<file path="config.mk">
export PLATFORM = sky130hd
export DESIGN_NAME = rm_addr_gen
export DESIGN_NICKNAME = d
export VERILOG_FILES = /design/src/rtl/rmag_pkg.sv /design/src/rtl/rmag_seg_regs.sv /design/src/rtl/rmag_seg_select.sv /design/src/rtl/rmag_phys_adder.sv /design/src/rtl/rmag_stack_ptr.sv /design/src/rtl/rm_addr_gen.sv
export SDC_FILE = /design/constraint.sdc
export NUM_CORES = 1
export LEC_CHECK = 0
export ABC_CLOCK_PERIOD_IN_PS = 3560
export CORE_MARGIN = 2
export CORE_UTILIZATION = 48
export CTS_CLUSTER_DIAMETER = 80
export DETAILED_ROUTE_END_ITERATION = 12
export PLACE_DENSITY = 0.77
export SYNTH_ARGS = -nofsm -noshare
export SYNTH_HDL_FRONTEND = slang
export SYNTH_SLANG_ARGS = --single-unit
</file>
<file path="constraint.sdc">
create_clock -name clk -period 3.56 [get_ports clk]
set_input_delay 0.89 -clock clk [delete_from_list [all_inputs] [get_ports clk]]
set_output_delay 0.89 -clock clk [all_outputs]
set_load 0.05 [all_outputs]
</file>
<file path="src/rtl/rmag_pkg.sv">
// Package: shared encodings for the real-mode address generator.
// Assumes 2-bit kind and segment-index fields on the top ports.
package rmag_pkg;
    typedef enum logic [1:0] {
        KIND_FETCH = 2'd0,
        KIND_DATA  = 2'd1,
        KIND_STACK = 2'd2
    } kind_e;

    typedef enum logic [1:0] {
        SEG_CODE  = 2'd0,
        SEG_DATA  = 2'd1,
        SEG_STACK = 2'd2,
        SEG_EXTRA = 2'd3
    } seg_idx_e;

    localparam int NUM_SEGS = 4;
endpackage

</file>
<file path="src/rtl/rmag_seg_regs.sv">
// Module: bank of segment registers with a single write port.
// Assumes the index encoding of rmag_pkg. A write is visible on seg_q on
// the following cycle.
module rmag_seg_regs #(
    parameter int SEG_W = 16,
    parameter int NUM   = 4,
    localparam int IDX_W = $clog2(NUM)
) (
    input  logic                      clk,
    input  logic                      rst_n,
    input  logic                      wr_en,
    input  logic [IDX_W-1:0]          wr_idx,
    input  logic [SEG_W-1:0]          wr_data,
    output logic [NUM-1:0][SEG_W-1:0] seg_q
);
    for (genvar g = 0; g < NUM; g++) begin : g_reg
        // Purpose: hold one segment value, clear on reset, load on a matching write.
        always_ff @(posedge clk) begin
            if (!rst_n)
                seg_q[g] <= '0;
            else if (wr_en && (wr_idx == IDX_W'(g)))
                seg_q[g] <= wr_data;
        end
    end
endmodule

</file>
<file path="src/rtl/rmag_seg_select.sv">
// Module: chooses the segment for the current operation.
// Assumes force_stack is high for push/pop. Priority: stack op, far
// segment, explicit extra, then the register implied by the kind.
module rmag_seg_select
    import rmag_pkg::*;
#(
    parameter int SEG_W = 16
) (
    input  logic [NUM_SEGS-1:0][SEG_W-1:0] seg_q,
    input  logic                           force_stack,
    input  logic                           far,
    input  logic [SEG_W-1:0]               far_seg,
    input  logic                           use_extra,
    input  logic [1:0]                     kind,
    output logic [SEG_W-1:0]               seg_out
);
    // Purpose: priority mux of the segment source.
    always_comb begin
        if (force_stack)
            seg_out = seg_q[SEG_STACK];
        else if (far)
            seg_out = far_seg;
        else if (use_extra)
            seg_out = seg_q[SEG_EXTRA];
        else begin
            case (kind)
                KIND_FETCH: seg_out = seg_q[SEG_CODE];
                KIND_STACK: seg_out = seg_q[SEG_STACK];
                default:    seg_out = seg_q[SEG_DATA];
            endcase
        end
    end
endmodule

</file>
<file path="src/rtl/rmag_phys_adder.sv">
// Module: shifted-segment plus offset adder.
// Assumes ADDR_W <= the full sum width. Carries above ADDR_W are dropped,
// which wraps the space.
module rmag_phys_adder #(
    parameter int SEG_W  = 16,
    parameter int OFF_W  = 16,
    parameter int SHIFT  = 4,
    parameter int ADDR_W = SEG_W + SHIFT,
    localparam int SUM_W = ((SEG_W + SHIFT) > OFF_W ? (SEG_W + SHIFT) : OFF_W) + 1
) (
    input  logic [SEG_W-1:0]  seg,
    input  logic [OFF_W-1:0]  off,
    output logic [ADDR_W-1:0] phys
);
    logic [SUM_W-1:0] sum;

    // Purpose: full-width sum, then truncate to the address width.
    always_comb begin
        sum  = (SUM_W'(seg) << SHIFT) + SUM_W'(off);
        phys = sum[ADDR_W-1:0];
    end
endmodule

</file>
<file path="src/rtl/rmag_stack_ptr.sv">
// Module: word stack pointer with pre-decrement push and post-increment pop.
// Assumes the caller has already resolved priority so that at most one of
// load/push/pop is high. The pointer wraps modulo 2^OFF_W.
module rmag_stack_ptr #(
    parameter int OFF_W      = 16,
    parameter int WORD_BYTES = 2
) (
    input  logic             clk,
    input  logic             rst_n,
    input  logic             load,
    input  logic [OFF_W-1:0] load_val,
    input  logic             push,
    input  logic             pop,
    output logic [OFF_W-1:0] sp_q,
    output logic [OFF_W-1:0] stack_off
);
    localparam logic [OFF_W-1:0] STEP = OFF_W'(WORD_BYTES);

    // Purpose: offset presented for a stack access (new pointer for push, current for pop).
    always_comb begin
        stack_off = push ? (sp_q - STEP) : sp_q;
    end

    // Purpose: update the pointer for a load, push or pop.
    always_ff @(posedge clk) begin
        if (!rst_n)
            sp_q <= '0;
        else if (load)
            sp_q <= load_val;
        else if (push)
            sp_q <= sp_q - STEP;
        else if (pop)
            sp_q <= sp_q + STEP;
    end

    assert_push_dec_R8: assert property (@(posedge clk) disable iff (!rst_n)
        (push && !load) |=> sp_q == $past(sp_q) - STEP);
    assert_pop_inc_R9: assert property (@(posedge clk) disable iff (!rst_n)
        (pop && !push && !load) |=> sp_q == $past(sp_q) + STEP);
    assert_sp_hold_R10: assert property (@(posedge clk) disable iff (!rst_n)
        (!pop && !push && !load) |=> $stable(sp_q));
endmodule

</file>
<file path="src/rtl/rm_addr_gen.sv">
// Module: top of the segmented real-mode address generator.
// Resolves command priority (load > push > pop > request), selects a
// segment, forms the physical address and registers it with a one-cycle
// valid strobe. The address output holds its value between strobes.
module rm_addr_gen
    import rmag_pkg::*;
#(
    parameter int SEG_W      = 16,
    parameter int OFF_W      = 16,
    parameter int SHIFT      = 4,
    parameter int WORD_BYTES = 2,
    localparam int ADDR_W    = SEG_W + SHIFT
) (
    input  logic              clk,
    input  logic              rst_n,
    input  logic              seg_wr_en,
    input  logic [1:0]        seg_wr_sel,
    input  logic [SEG_W-1:0]  seg_wr_data,
    input  logic              req_valid,
    input  logic [1:0]        req_kind,
    input  logic              req_far,
    input  logic              req_extra,
    input  logic [SEG_W-1:0]  req_far_seg,
    input  logic [OFF_W-1:0]  req_offset,
    input  logic              stk_push,
    input  logic              stk_pop,
    input  logic              sp_load,
    input  logic [OFF_W-1:0]  sp_load_val,
    output logic [ADDR_W-1:0] phys_addr,
    output logic              phys_valid,
    output logic [OFF_W-1:0]  sp_out
);
    logic                           do_push, do_pop, do_req, do_stack;
    logic [NUM_SEGS-1:0][SEG_W-1:0] seg_q;
    logic [SEG_W-1:0]               sel_seg;
    logic [OFF_W-1:0]               stack_off, sel_off;
    logic [ADDR_W-1:0]              phys_next;

    // Purpose: one winner per cycle in the fixed priority order.
    always_comb begin
        do_push  = !sp_load && stk_push;
        do_pop   = !sp_load && !stk_push && stk_pop;
        do_req   = !sp_load && !stk_push && !stk_pop && req_valid;
        do_stack = do_push || do_pop;
        sel_off  = do_stack ? stack_off : req_offset;
    end

    rmag_seg_regs #(.SEG_W(SEG_W), .NUM(NUM_SEGS)) u_regs (
        .clk     (clk),
        .rst_n   (rst_n),
        .wr_en   (seg_wr_en),
        .wr_idx  (seg_wr_sel),
        .wr_data (seg_wr_data),
        .seg_q   (seg_q)
    );

    rmag_stack_ptr #(.OFF_W(OFF_W), .WORD_BYTES(WORD_BYTES)) u_sp (
        .clk       (clk),
        .rst_n     (rst_n),
        .load      (sp_load),
        .load_val  (sp_load_val),
        .push      (do_push),
        .pop       (do_pop),
        .sp_q      (sp_out),
        .stack_off (stack_off)
    );

    rmag_seg_select #(.SEG_W(SEG_W)) u_sel (
        .seg_q       (seg_q),
        .force_stack (do_stack),
        .far         (req_far),
        .far_seg     (req_far_seg),
        .use_extra   (req_extra),
        .kind        (req_kind),
        .seg_out     (sel_seg)
    );

    rmag_phys_adder #(.SEG_W(SEG_W), .OFF_W(OFF_W), .SHIFT(SHIFT), .ADDR_W(ADDR_W)) u_add (
        .seg  (sel_seg),
        .off  (sel_off),
        .phys (phys_next)
    );

    // Purpose: register the address and raise the strobe for one cycle.
    always_ff @(posedge clk) begin
        if (!rst_n) begin
            phys_addr  <= '0;
            phys_valid <= 1'b0;
        end else begin
            phys_valid <= do_stack || do_req;
            if (do_stack || do_req)
                phys_addr <= phys_next;
        end
    end

    assert_cmd_gives_valid_R2: assert property (@(posedge clk) disable iff (!rst_n)
        (!sp_load && (stk_push || stk_pop || req_valid)) |=> phys_valid);
    assert_idle_no_valid_R12: assert property (@(posedge clk) disable iff (!rst_n)
        (!stk_push && !stk_pop && !req_valid) |=> !phys_valid);
    assert_load_wins_R11: assert property (@(posedge clk) disable iff (!rst_n)
        sp_load |=> (!phys_valid && sp_out == $past(sp_load_val)));
    assert_far_seg_used_R4: assert property (@(posedge clk) disable iff (!rst_n)
        (!sp_load && !stk_push && !stk_pop && req_valid && req_far) |=>
        phys_addr == ADDR_W'({$past(req_far_seg), {SHIFT{1'b0}}}) + ADDR_W'($past(req_offset)));
endmodule

</file>
==> flow_summary.toml <==
[synth]
synth-compound-area-share_pct = 24.3
synth_top_family_by_area = "simple AND/OR/NAND/NOR gates"
synth_edf_count = 0
yosys.area_share.adder_pct = 3.16
synth-seq-cells = 101
async_flop_share_pct = 0
ys_seq_area_share_pct = 32.8
syn_inst = 860
post_synth_instance_area_um2 = 6170
synthMuxAreaShare_pct = 5.25
syn_nets = 952
synth-xor-area-share_pct = 2.98
yosys_most_used_dff = "dfxtp_1"
yosys.area_share.simple_pct = 26.4
ys_types = 70
avgSynthCellArea_um2 = 7.18
yosysWarnings = 0

[worst_setup_path]
setup.worst_path.start_class = "primary input"
cp_slowest_cell = "clkdlybuf4s50_1"
cpPeakStageDelay_ns = 0.49
worstReg2RegStart = "u_sp.sp_q[1]"
cp_max_fo = 27
critPathRequiredTime_ns = 3.81
cp.arrival_ns = 3.68
rrSetupSlack_ns = 0.23
cp_top_family = "compound AO/OA/AOI/OAI gates"
r2r_cells = 15
crit_buf_inv = 3
setup.worst_path.end_class = "flop"
crit_chain = "clkdlybuf4s50_1 -> o21ba_2 -> buf_12 -> nand2_1 -> o21ai_1 -> ha_1 -> inv_1 -> fa_2 -> nor2b_2 -> o31a_1 -> o21ai_2 -> a21oi_2 -> nor3_1 -> a311o_1"
r2r-end = "phys_addr[15]"
crit_type = "primary input to flop"

[power]
p_int_w = 0.00221
p_clk_share_pct = 31.0
switchingPower_w = 0.00113
ir_drop_uv = 292
total_power_w = 0.00335
cellPowerDensity_nw_per_um2 = 398
seqPwrFrac_pct = 37.4
power_switching_share_pct = 33.9
combPwrFrac_pct = 31.6
leakage_nw = 3.26

[clock_network]
cts_buffers = 9
htreeDepth = 3
path_clk_slew_ns = 0.08
clock-root-buffer = "clkbuf_16"
cts.sinks = 101
cts_tree = "built"
clk_path_buf_depth = 2
clkLatencyLatePin_ns = 0.36

[floorplanning]
rows = 41
start_util_pct = 49.1
dieHeight_um = 117
io-pin-count = 114
dieArea_um2 = 13800
die_w_um = 117
core_area_um2 = 12600

[placed_design]
place.gp.congestion = 0.946
hpwl_um = 13800
portBuffers = 113
dp.cells = 1164

[final_layout]
fillers = 1052
diodes = 0
syn_to_final_growth_pct = 36.5
fin_cells = 1187
final_nets = 1103
drive_above_1_share_pct = 14.0

[sta]
fin_skew_ns = 0.0137
period_minus_slack_ns = 3.43
finalSetupViolCount = 0
hold_viol = 0
drv_slew = 0
fmax_ghz = 0.291
rsz0062_at_grt = "no"
worst-slew-pin-transition_ns = 0.808
fin_crit_sh_pct = 96.5
slew_headroom_pct = 46.0

[grt]
first_global_vias = 6153
track_usage_pct = 28.4
grt_antenna_before_repair = 0
grt-ovfl-total = 0
grt_pass1_wl_um = 31600
grt_max_degree = 56

[outcome]
status = "completed"

[hold_path]
min_from = "u_regs.seg_q[30]"
whs_endpoint = "u_regs.seg_q[30]"
hold_class = "flop to flop"
hold_depth = 2

[route]
drt_wl_total_um = 19700
dr.pass1.iters = 5
viasPerCell = 5.73
drt-initial-drc-count = 646
wl_per_cell_um = 16.6
ant_nets = 0
drc = 0
vias = 6797

[flow_run]
timing.max_cap.violations = 0
worst max path at each step:
stage                     start             to  slack [ns]  cells after the start
floorplan               sp_load  phys_addr[12]      -0.007                     14
global placement    req_kind[1]  phys_addr[16]       -0.38                     17
detailed placement  req_kind[1]  phys_addr[12]       -0.47                     17
CTS                 req_kind[0]  phys_addr[14]       0.003                     17
global route        req_kind[1]  phys_addr[15]       0.008                     17
finish                  sp_load  phys_addr[12]        0.13                     14
Yosys cell counts (all sizes together), types with 5 or more instances:
cell type,instances,area (um^2)
a211oi,6,45.0
a21oi,127,639
a221oi,5,43.8
a31oi,14,87.6
and3,10,62.6
buf,14,75.1
clkbuf,49,184
dfxtp,101,2020
ha,14,175
inv,15,56.3
mux2i,29,290
nand2,201,754
nand2b,8,50.1
nand3,26,130
nand4,8,50.1
nor2,60,225
nor2b,8,50.1
nor3,9,50.1
o21ai,58,290
xnor2,14,123
xor2,7,61.3
final cells by class:
type                    count  area, um^2  share of cell area, %
well taps                 172         215                   2.55
repair buffers            203        1910                   22.7
multi-input cells         681        3910                   46.5
clock buffers               9         225                   2.67
inverters                  15        56.3                  0.668
flip-flops and latches    101        2020                   24.0
clock inverters             6        80.1                  0.951
placed cells by master, fill, tap and decap left out, drive strengths merged, types with 14 or more instances in the layout:
| master | netlist | routed |
|---|---|---|
| nand2 | 201 | 201 |
| nor2 | 60 | 60 |
| o21ai | 58 | 58 |
| mux2i | 29 | 29 |
| ha | 14 | 14 |
| nand3 | 26 | 26 |
| clkdlybuf4s50 | 0 | 109 |
| xnor2 | 14 | 14 |
| dfxtp | 101 | 101 |
| a31oi | 14 | 14 |
| a21oi | 127 | 127 |
| inv | 15 | 18 |
| buf | 14 | 89 |
timing repair:
item                                    CTS  global route
setup buffers                             6             1
resized for setup                        15            18
cloned                                    0             1
hold buffers                              0             0
pin swaps                                 3             9
endpoints found under the setup margin   10            12
hold endpoints to repair                  0             0
cells by family after synthesis:
family,after synthesis
xor+xnor,21
flops,101
buf+inv,78
mux,32
compound gates,254
simple gates,359
fa+ha+maj,15
worst reg2reg max path, stage by stage (launching register included):
cell	delay (ns)
dfxtp_2	0.34
inv_1	0.06
ha_1	0.15
or3b_4	0.43
nor4_4	0.25
and2_1	0.25
o21a_1	0.13
o21ai_1	0.06
a21oi_1	0.21
ha_1	0.31
a21o_1	0.20
a31oi_1	0.15
buf_4	0.16
a31oi_1	0.07
or3_1	0.37
a21oi_1	0.13
layer usage:
layer	global-route usage, %	wire length [um]	vias up
met5	0	0	-
met4	10.3	547	0
met3	5.79	1700	42
met2	43.8	8740	310
met1	39.3	8710	3128
li1	-	-	3317
power by group through the flow:
stage | Sequential (W) | Clock, W | Combinational (W)
floorplan | 0.00141 | 0 | 0.000461
global placement | 0.00128 | 0 | 0.00100
detailed placement | 0.00128 | 0 | 0.00101
CTS | 0.00125 | 0.00105 | 0.00103
global route | 0.00126 | 0.00110 | 0.00114
finish | 0.00125 | 0.00104 | 0.00106
flip-flops by register name, indices dropped and copies added, names as in the netlist:
register,flops
phys_addr,20
u_sp.sp_q,16
u_regs.seg_q,64
phys_valid,1
stage by stage:
step	setup TNS (ns)	utilization [%]	cell area, um^2	setup WS, ns	hold WS [ns]
after floorplan	-0.00720	-	6170	-0.00720	0.431
after global placement	-3.73	63.3	7960	-0.376	0.439
after detailed placement	-4.81	63.3	7960	-0.471	0.442
after CTS	0	66.4	8350	0.00257	0.452
after global routing	0	67.0	8420	0.00776	0.468
final	0	67.0	8420	0.126	0.451
Note: power is estimated with default switching activity, not from simulation.
